==> src/rtl/lms_pkg.sv <==
package lms_pkg;
   typedef enum logic [2:0] {
      PH_IDLE,
      PH_CLR,
      PH_MAC,
      PH_ERR,
      PH_GAIN,
      PH_UPD,
      PH_STEP
   } phase_t;
endpackage

==> src/rtl/lms_modptr.sv <==
module lms_modptr #(
   parameter int N  = 8,
   parameter int AW = 3
) (
   input  logic          clk,
   input  logic          rst_n,
   input  logic          inc,
   input  logic          dec,
   output logic [AW-1:0] ptr
);
   localparam logic [AW-1:0] LAST = AW'(N - 1);
   logic [AW-1:0] nxt_up, nxt_dn;

   generate
      if ((N & (N - 1)) == 0) begin : g_pow2
         // range fills the pointer width: natural wrap
         assign nxt_up = ptr + 1'b1;
         assign nxt_dn = ptr - 1'b1;
      end else begin : g_cmp
         assign nxt_up = (ptr == LAST) ? '0 : ptr + 1'b1;
         assign nxt_dn = (ptr == '0) ? LAST : ptr - 1'b1;
      end
   endgenerate

   always_ff @(posedge clk) begin
      if (!rst_n)   ptr <= '0;
      else if (inc) ptr <= nxt_up;
      else if (dec) ptr <= nxt_dn;
   end
endmodule

==> src/rtl/lms_datapath.sv <==
module lms_datapath #(
   parameter int DW   = 16,
   parameter int ACCW = 40
) (
   input  logic                 clk,
   input  logic                 rst_n,
   input  logic                 acc_clr,
   input  logic                 acc_en,
   input  logic signed [DW-1:0] st_rd,
   input  logic signed [DW-1:0] cf_rd,
   input  logic signed [DW-1:0] d_in,
   input  logic signed [DW-1:0] k_in,
   input  logic signed [DW-1:0] e_in,
   input  logic signed [DW-1:0] g_in,
   output logic signed [DW-1:0] y_calc,
   output logic signed [DW-1:0] e_calc,
   output logic signed [DW-1:0] g_calc,
   output logic signed [DW-1:0] cf_new
);
   localparam int F = DW - 1;
   localparam longint MAXV = (64'sd1 <<< (DW - 1)) - 1;
   localparam longint MINV = -(64'sd1 <<< (DW - 1));

   function automatic logic signed [ACCW-1:0] sx(input logic signed [DW-1:0] v);
      return {{(ACCW-DW){v[DW-1]}}, v};
   endfunction

   function automatic logic signed [ACCW-1:0] mul(input logic signed [DW-1:0] a,
                                                  input logic signed [DW-1:0] b);
      logic signed [2*DW-1:0] p;
      p = a * b;
      return {{(ACCW-2*DW){p[2*DW-1]}}, p};
   endfunction

   // shift by F, exact half goes to the even neighbour
   function automatic logic signed [ACCW-1:0] rne(input logic signed [ACCW-1:0] v);
      logic signed [ACCW-1:0] q;
      logic [F-1:0] rem;
      q   = v >>> F;
      rem = v[F-1:0];
      if (rem > (F'(1) << (F - 1)) || (rem == (F'(1) << (F - 1)) && q[0]))
         q = q + 1'b1;
      return q;
   endfunction

   function automatic logic signed [DW-1:0] sat(input logic signed [ACCW-1:0] v);
      if (v > ACCW'(MAXV)) return DW'(MAXV);
      if (v < ACCW'(MINV)) return DW'(MINV);
      return v[DW-1:0];
   endfunction

   logic signed [ACCW-1:0] acc;

   always_ff @(posedge clk) begin
      if (!rst_n || acc_clr) acc <= '0;
      else if (acc_en)       acc <= acc + mul(st_rd, cf_rd);
   end

   always_comb begin
      y_calc = sat(rne(acc));
      e_calc = sat(sx(d_in) - sx(y_calc));
      g_calc = sat(rne(mul(k_in, e_in)));
      cf_new = sat(sx(cf_rd) + rne(mul(g_in, st_rd)));
   end
endmodule

==> src/rtl/lms_engine.sv <==
module lms_engine #(
   parameter int NTAPS = 8,
   parameter int DW    = 16,
   parameter int ACCW  = 40,
   localparam int AW   = (NTAPS > 1) ? $clog2(NTAPS) : 1
) (
   input  logic                 clk,
   input  logic                 rst_n,
   input  logic                 samp_valid,
   output logic                 samp_ready,
   input  logic signed [DW-1:0] samp_x,
   input  logic signed [DW-1:0] samp_d,
   input  logic                 gain_we,
   input  logic signed [DW-1:0] gain_val,
   input  logic                 coef_we,
   input  logic [AW-1:0]        coef_addr,
   input  logic signed [DW-1:0] coef_val,
   output logic signed [DW-1:0] y_out,
   output logic signed [DW-1:0] err_out,
   output logic                 done
);
   import lms_pkg::*;

   generate
      if (NTAPS < 2) begin : g_bad_taps
         $error("lms_engine: NTAPS must be at least 2");
      end
      if (ACCW <= 2 * DW) begin : g_bad_acc
         $error("lms_engine: ACCW must exceed twice DW");
      end
   endgenerate

   localparam logic [AW-1:0] LAST = AW'(NTAPS - 1);

   phase_t              ph;
   logic [AW-1:0]       cnt;
   logic [AW-1:0]       s_ptr, c_ptr;
   logic signed [DW-1:0] sbuf [NTAPS];
   logic signed [DW-1:0] cbuf [NTAPS];
   logic signed [DW-1:0] x_q, d_q, k_q, g_q;
   logic signed [DW-1:0] y_calc, e_calc, g_calc, cf_new;
   logic                 walk;

   assign walk       = (ph == PH_MAC) || (ph == PH_UPD);
   assign samp_ready = (ph == PH_IDLE);

   lms_modptr #(.N(NTAPS), .AW(AW)) u_sptr (
      .clk(clk), .rst_n(rst_n), .inc(walk), .dec(ph == PH_STEP), .ptr(s_ptr));

   lms_modptr #(.N(NTAPS), .AW(AW)) u_cptr (
      .clk(clk), .rst_n(rst_n), .inc(walk), .dec(1'b0), .ptr(c_ptr));

   lms_datapath #(.DW(DW), .ACCW(ACCW)) u_dp (
      .clk(clk), .rst_n(rst_n),
      .acc_clr(ph == PH_CLR), .acc_en(ph == PH_MAC),
      .st_rd(sbuf[s_ptr]), .cf_rd(cbuf[c_ptr]),
      .d_in(d_q), .k_in(k_q), .e_in(err_out), .g_in(g_q),
      .y_calc(y_calc), .e_calc(e_calc), .g_calc(g_calc), .cf_new(cf_new));

   // buffers: sample lands at the state pointer, coefficients written back in place
   always_ff @(posedge clk) begin
      if (!rst_n) begin
         for (int i = 0; i < NTAPS; i++) begin
            sbuf[i] <= '0;
            cbuf[i] <= '0;
         end
      end else begin
         if (ph == PH_CLR) sbuf[s_ptr] <= x_q;
         if (ph == PH_UPD) cbuf[c_ptr] <= cf_new;
         else if (samp_ready && coef_we && (int'(coef_addr) < NTAPS))
            cbuf[coef_addr] <= coef_val;
      end
   end

   always_ff @(posedge clk) begin
      if (!rst_n) begin
         ph      <= PH_IDLE;
         cnt     <= '0;
         x_q     <= '0;
         d_q     <= '0;
         k_q     <= '0;
         g_q     <= '0;
         y_out   <= '0;
         err_out <= '0;
         done    <= 1'b0;
      end else begin
         done <= (ph == PH_STEP);
         unique case (ph)
            PH_IDLE: begin
               if (gain_we) k_q <= gain_val;
               if (samp_valid) begin
                  x_q <= samp_x;
                  d_q <= samp_d;
                  ph  <= PH_CLR;
               end
            end
            PH_CLR: begin
               cnt <= '0;
               ph  <= PH_MAC;
            end
            PH_MAC: begin
               cnt <= cnt + 1'b1;
               if (cnt == LAST) ph <= PH_ERR;
            end
            PH_ERR: begin
               y_out   <= y_calc;
               err_out <= e_calc;
               ph      <= PH_GAIN;
            end
            PH_GAIN: begin
               g_q <= g_calc;
               cnt <= '0;
               ph  <= PH_UPD;
            end
            PH_UPD: begin
               cnt <= cnt + 1'b1;
               if (cnt == LAST) ph <= PH_STEP;
            end
            PH_STEP: ph <= PH_IDLE;
            default: ph <= PH_IDLE;
         endcase
      end
   end
endmodule

==> config.mk <==
export PLATFORM = sky130hd
export DESIGN_NAME = lms_engine
export DESIGN_NICKNAME = d
export VERILOG_FILES = /design/src/rtl/lms_pkg.sv /design/src/rtl/lms_modptr.sv /design/src/rtl/lms_datapath.sv /design/src/rtl/lms_engine.sv
export SDC_FILE = /design/constraint.sdc
export NUM_CORES = 2
export LEC_CHECK = 0
export ABC_AREA = 1
export BUFFER_PORTS_ARGS = -buffer_cell sky130_fd_sc_hd__buf_2
export CORE_MARGIN = 1
export CORE_UTILIZATION = 30
export CTS_CLUSTER_SIZE = 25
export DETAILED_ROUTE_END_ITERATION = 16
export GPL_TIMING_DRIVEN = 0
export PLACE_DENSITY = 0.47
export SLEW_MARGIN = 20
export SYNTH_ARGS = -nofsm -noshare
export SYNTH_HDL_FRONTEND = slang
export SYNTH_SLANG_ARGS = --single-unit
==> constraint.sdc <==
create_clock -name clk -period 28 [get_ports clk]
set_input_delay 5.6 -clock clk [delete_from_list [all_inputs] [get_ports clk]]
set_output_delay 5.6 -clock clk [all_outputs]
set_load 0.02 [all_outputs]
==> reports/qor.yml <==
run_status:
  status: "finished, final reports clean"
timing:
  max_freq_mhz: 81.3
  rsz0062_at_grt: "no"
  fin_tns_setup_ns: 0
  min_period_ns: 12.29
  slew_headroom_pct: 20.9
  slew_violations: 0
  tightest_slew_ns: 1.18
  min_period_over_period_pct: 43.9
  skew_ns: 0.0463
  hold_violations: 0
  setup_viol: 0
clocking:
  cts_buffers: 50
  cts_resized: 0
  cts_sinks: 411
  h-tree-depth: 2
  cts_tree: "built"
  clk_path_buf_depth: 3
  insertion_delay_ns: 0.67
  cts_setup_buffers: 0
  root_buffer: "clkbuf_16"
  hold_buffers: 0
  worst_setup_hold_path_clk_slew_ns: 0.06
floorplan:
  dieArea_um2: 180000
  num_rows: 154
  core_um2: 177000
  pin_count: 106
  die_h_um: 424
  die_w_um: 424
  start_util_pct: 30.3
flow_run:
  max_cap_violations: 0
synth:
  syn_inst: 6517
  ys_async_sr_fraction_pct: 0
  synthTopCellsByArea: "fa_1 32%, edfxtp_1 14%, inv_1 9.4%"
  yosys_warnings: 0
  ys_seq_area_share_pct: 20.2
  avgSynthCellArea_um2: 8.22
  synth.most_common_cell: "inv_1"
  synth_ff_type: "edfxtp_1"
  ys_top_cells_by_count: "1,344 x inv_1, 1,179 x nand2_1, 914 x nor2_1, 857 x fa_1, 319 x ha_1"
  ys_seq_elements: 411
  synth_fp_nets: 7765
  synth_cell_types: 59
  syn_area_um2: 53500
  synth_edf_count: 256
  yosysTopAreaCellShare_pct: 32.0
  yosys.area.top_type: "fa_1"
cells_and_area:
  final_util_pct: 33.3
  stdcell_area_um2: 58800
  fill_cells: 18700
  layout.nets: 7926
  syn2layout_area_growth_pct: 9.78
  drive_gt1_share_pct: 4.81
place:
  dpl_cell_area_um2: 57100
  dp_hpwl_mm: 147
  finalWeightedCongestion: 0.924
  portBuffers: 103
setup_path:
  reg2reg_depth: 42
  crit_path_max_incr_delay_ns: 0.61
  required_ns: 28.36
  critPathTopFamily: "adder cells"
  worst_setup_path_end_kind: "flip-flop"
  worstPathArrival_ns: 12.66
  slowest_stage: "clkbuf_1"
  worst-path-max-fanout: 10
  critPathBufInv: 9
  r2r_slack_ns: 15.71
  path_class: "reg2reg"
  r2r-end: "cbuf[5][6]"
  startpoint_type: "flip-flop"
  cpMostUsedCell: "nand2_1"
grt:
  grt_pass1_wl_mm: 271
  grt_max_degree: 26
  track_usage_pct: 19.6
  overflow: 0
  grt_pass1_vias: 44500
  antenna_found_initial: 3
routing:
  vias_per_cell: 4.68
  wl_per_cell_um: 19.3
  drc: 0
  drt_iter0_drc: 2661
  finalWirelength_mm: 175
  firstDrtPassIters: 5
  antenna_left: 0
  vias: 42400
min_path:
  hold_start: "cnt[1]"
  hold_end: "cnt[1]"
  hold_class: "reg2reg"
  hold_path_depth: 2
worst max path at each step:
| stage | from | end | slack (ns) | depth (start not counted) |
|---|---|---|---|---|
| after floorplan | flip-flop | cbuf[0][10] | 18.59 | 45 |
| after global placement | flip-flop | cbuf[5][3] | 15.71 | 45 |
| after detailed placement | flip-flop | cbuf[3][6] | 15.69 | 44 |
| after CTS | flip-flop | cbuf[3][6] | 15.62 | 45 |
| after global routing | flip-flop | cbuf[5][6] | 14.95 | 45 |
| final | flip-flop | cbuf[5][6] | 15.71 | 42 |
stage by stage:
stage               setup WS, ns  hold slack [ns]  cells
finish                     15.71            0.467   9063
global route               14.95            0.482   9061
CTS                        15.62            0.468   9060
detailed placement         15.69            0.459   8966
global placement           15.71            0.453   8960
floorplan                  18.59            0.433   6517
layout by cell type (no fill, tap or decap), drive strengths merged, types with 153 or more instances in the layout:
cell / count
buf: 153
o21ai: 256
inv: 1362
ha: 319
edfxtp: 256
clkbuf: 280
nor2: 928
dfxtp: 155
nand2: 1209
a21oi: 286
fa: 857
logic make-up after synthesis:
group                      after synthesis  synth area share [%]
muxes                                   32                 0.598
buffers and inverters                 1639                  11.6
AOI/OAI and AO/OA                      681                  7.44
xor gates and xnor gates               152                  2.51
DFF                                    411                  20.2
adders and majority gates             1176                  39.5
and+or+nand+nor                       2426                  18.2
registers in the layout, summed over array words and instances (netlist names), 16 cells and up, named ones only:
| signal | cells |
|---|---|
| cbuf | 128 |
| sbuf | 128 |
| u_dp.acc | 40 |
| d_q | 16 |
| err_out | 16 |
| g_q | 16 |
| k_q | 16 |
| x_q | 16 |
| y_out | 16 |
worst reg2reg max path: cells and delay by family, from the launching register on:
kind / cells / cell delay (ns)
AND/OR/NAND/NOR: 15 / 2.84
adder cells (fa/ha/maj): 8 / 3.86
buffers and inverters: 9 / 2.48
AO/OA/AOI/OAI: 7 / 1.67
XOR/XNOR: 3 / 0.81
flip-flops: 1 / 0.31
routing by layer:
layer,track usage [%],share of wire [%],up-vias
met2,32.7,47,892
met5,0,0,-
met4,5.26,2.7,0
li1,-,-,20300
met3,2.21,4.5,183
met1,26.9,46,21100
area by class of cell:
type | instances | area (µm²) | share of cell area [%]
sequential | 411 | 10800 | 18.4
buffer | 258 | 1030 | 1.75
multi-input combinational | 4467 | 36600 | 62.2
clock inverter | 28 | 298 | 0.507
tap | 2340 | 2930 | 4.98
inverter | 1381 | 5180 | 8.82
clock buffer | 66 | 1370 | 2.33
antenna | 3 | 7.51 | 0.0128
timing repair buffer | 109 | 613 | 1.04
Power is not shown: default switching activity piles up to over one toggle a cycle in this logic, so the estimate is an artifact.
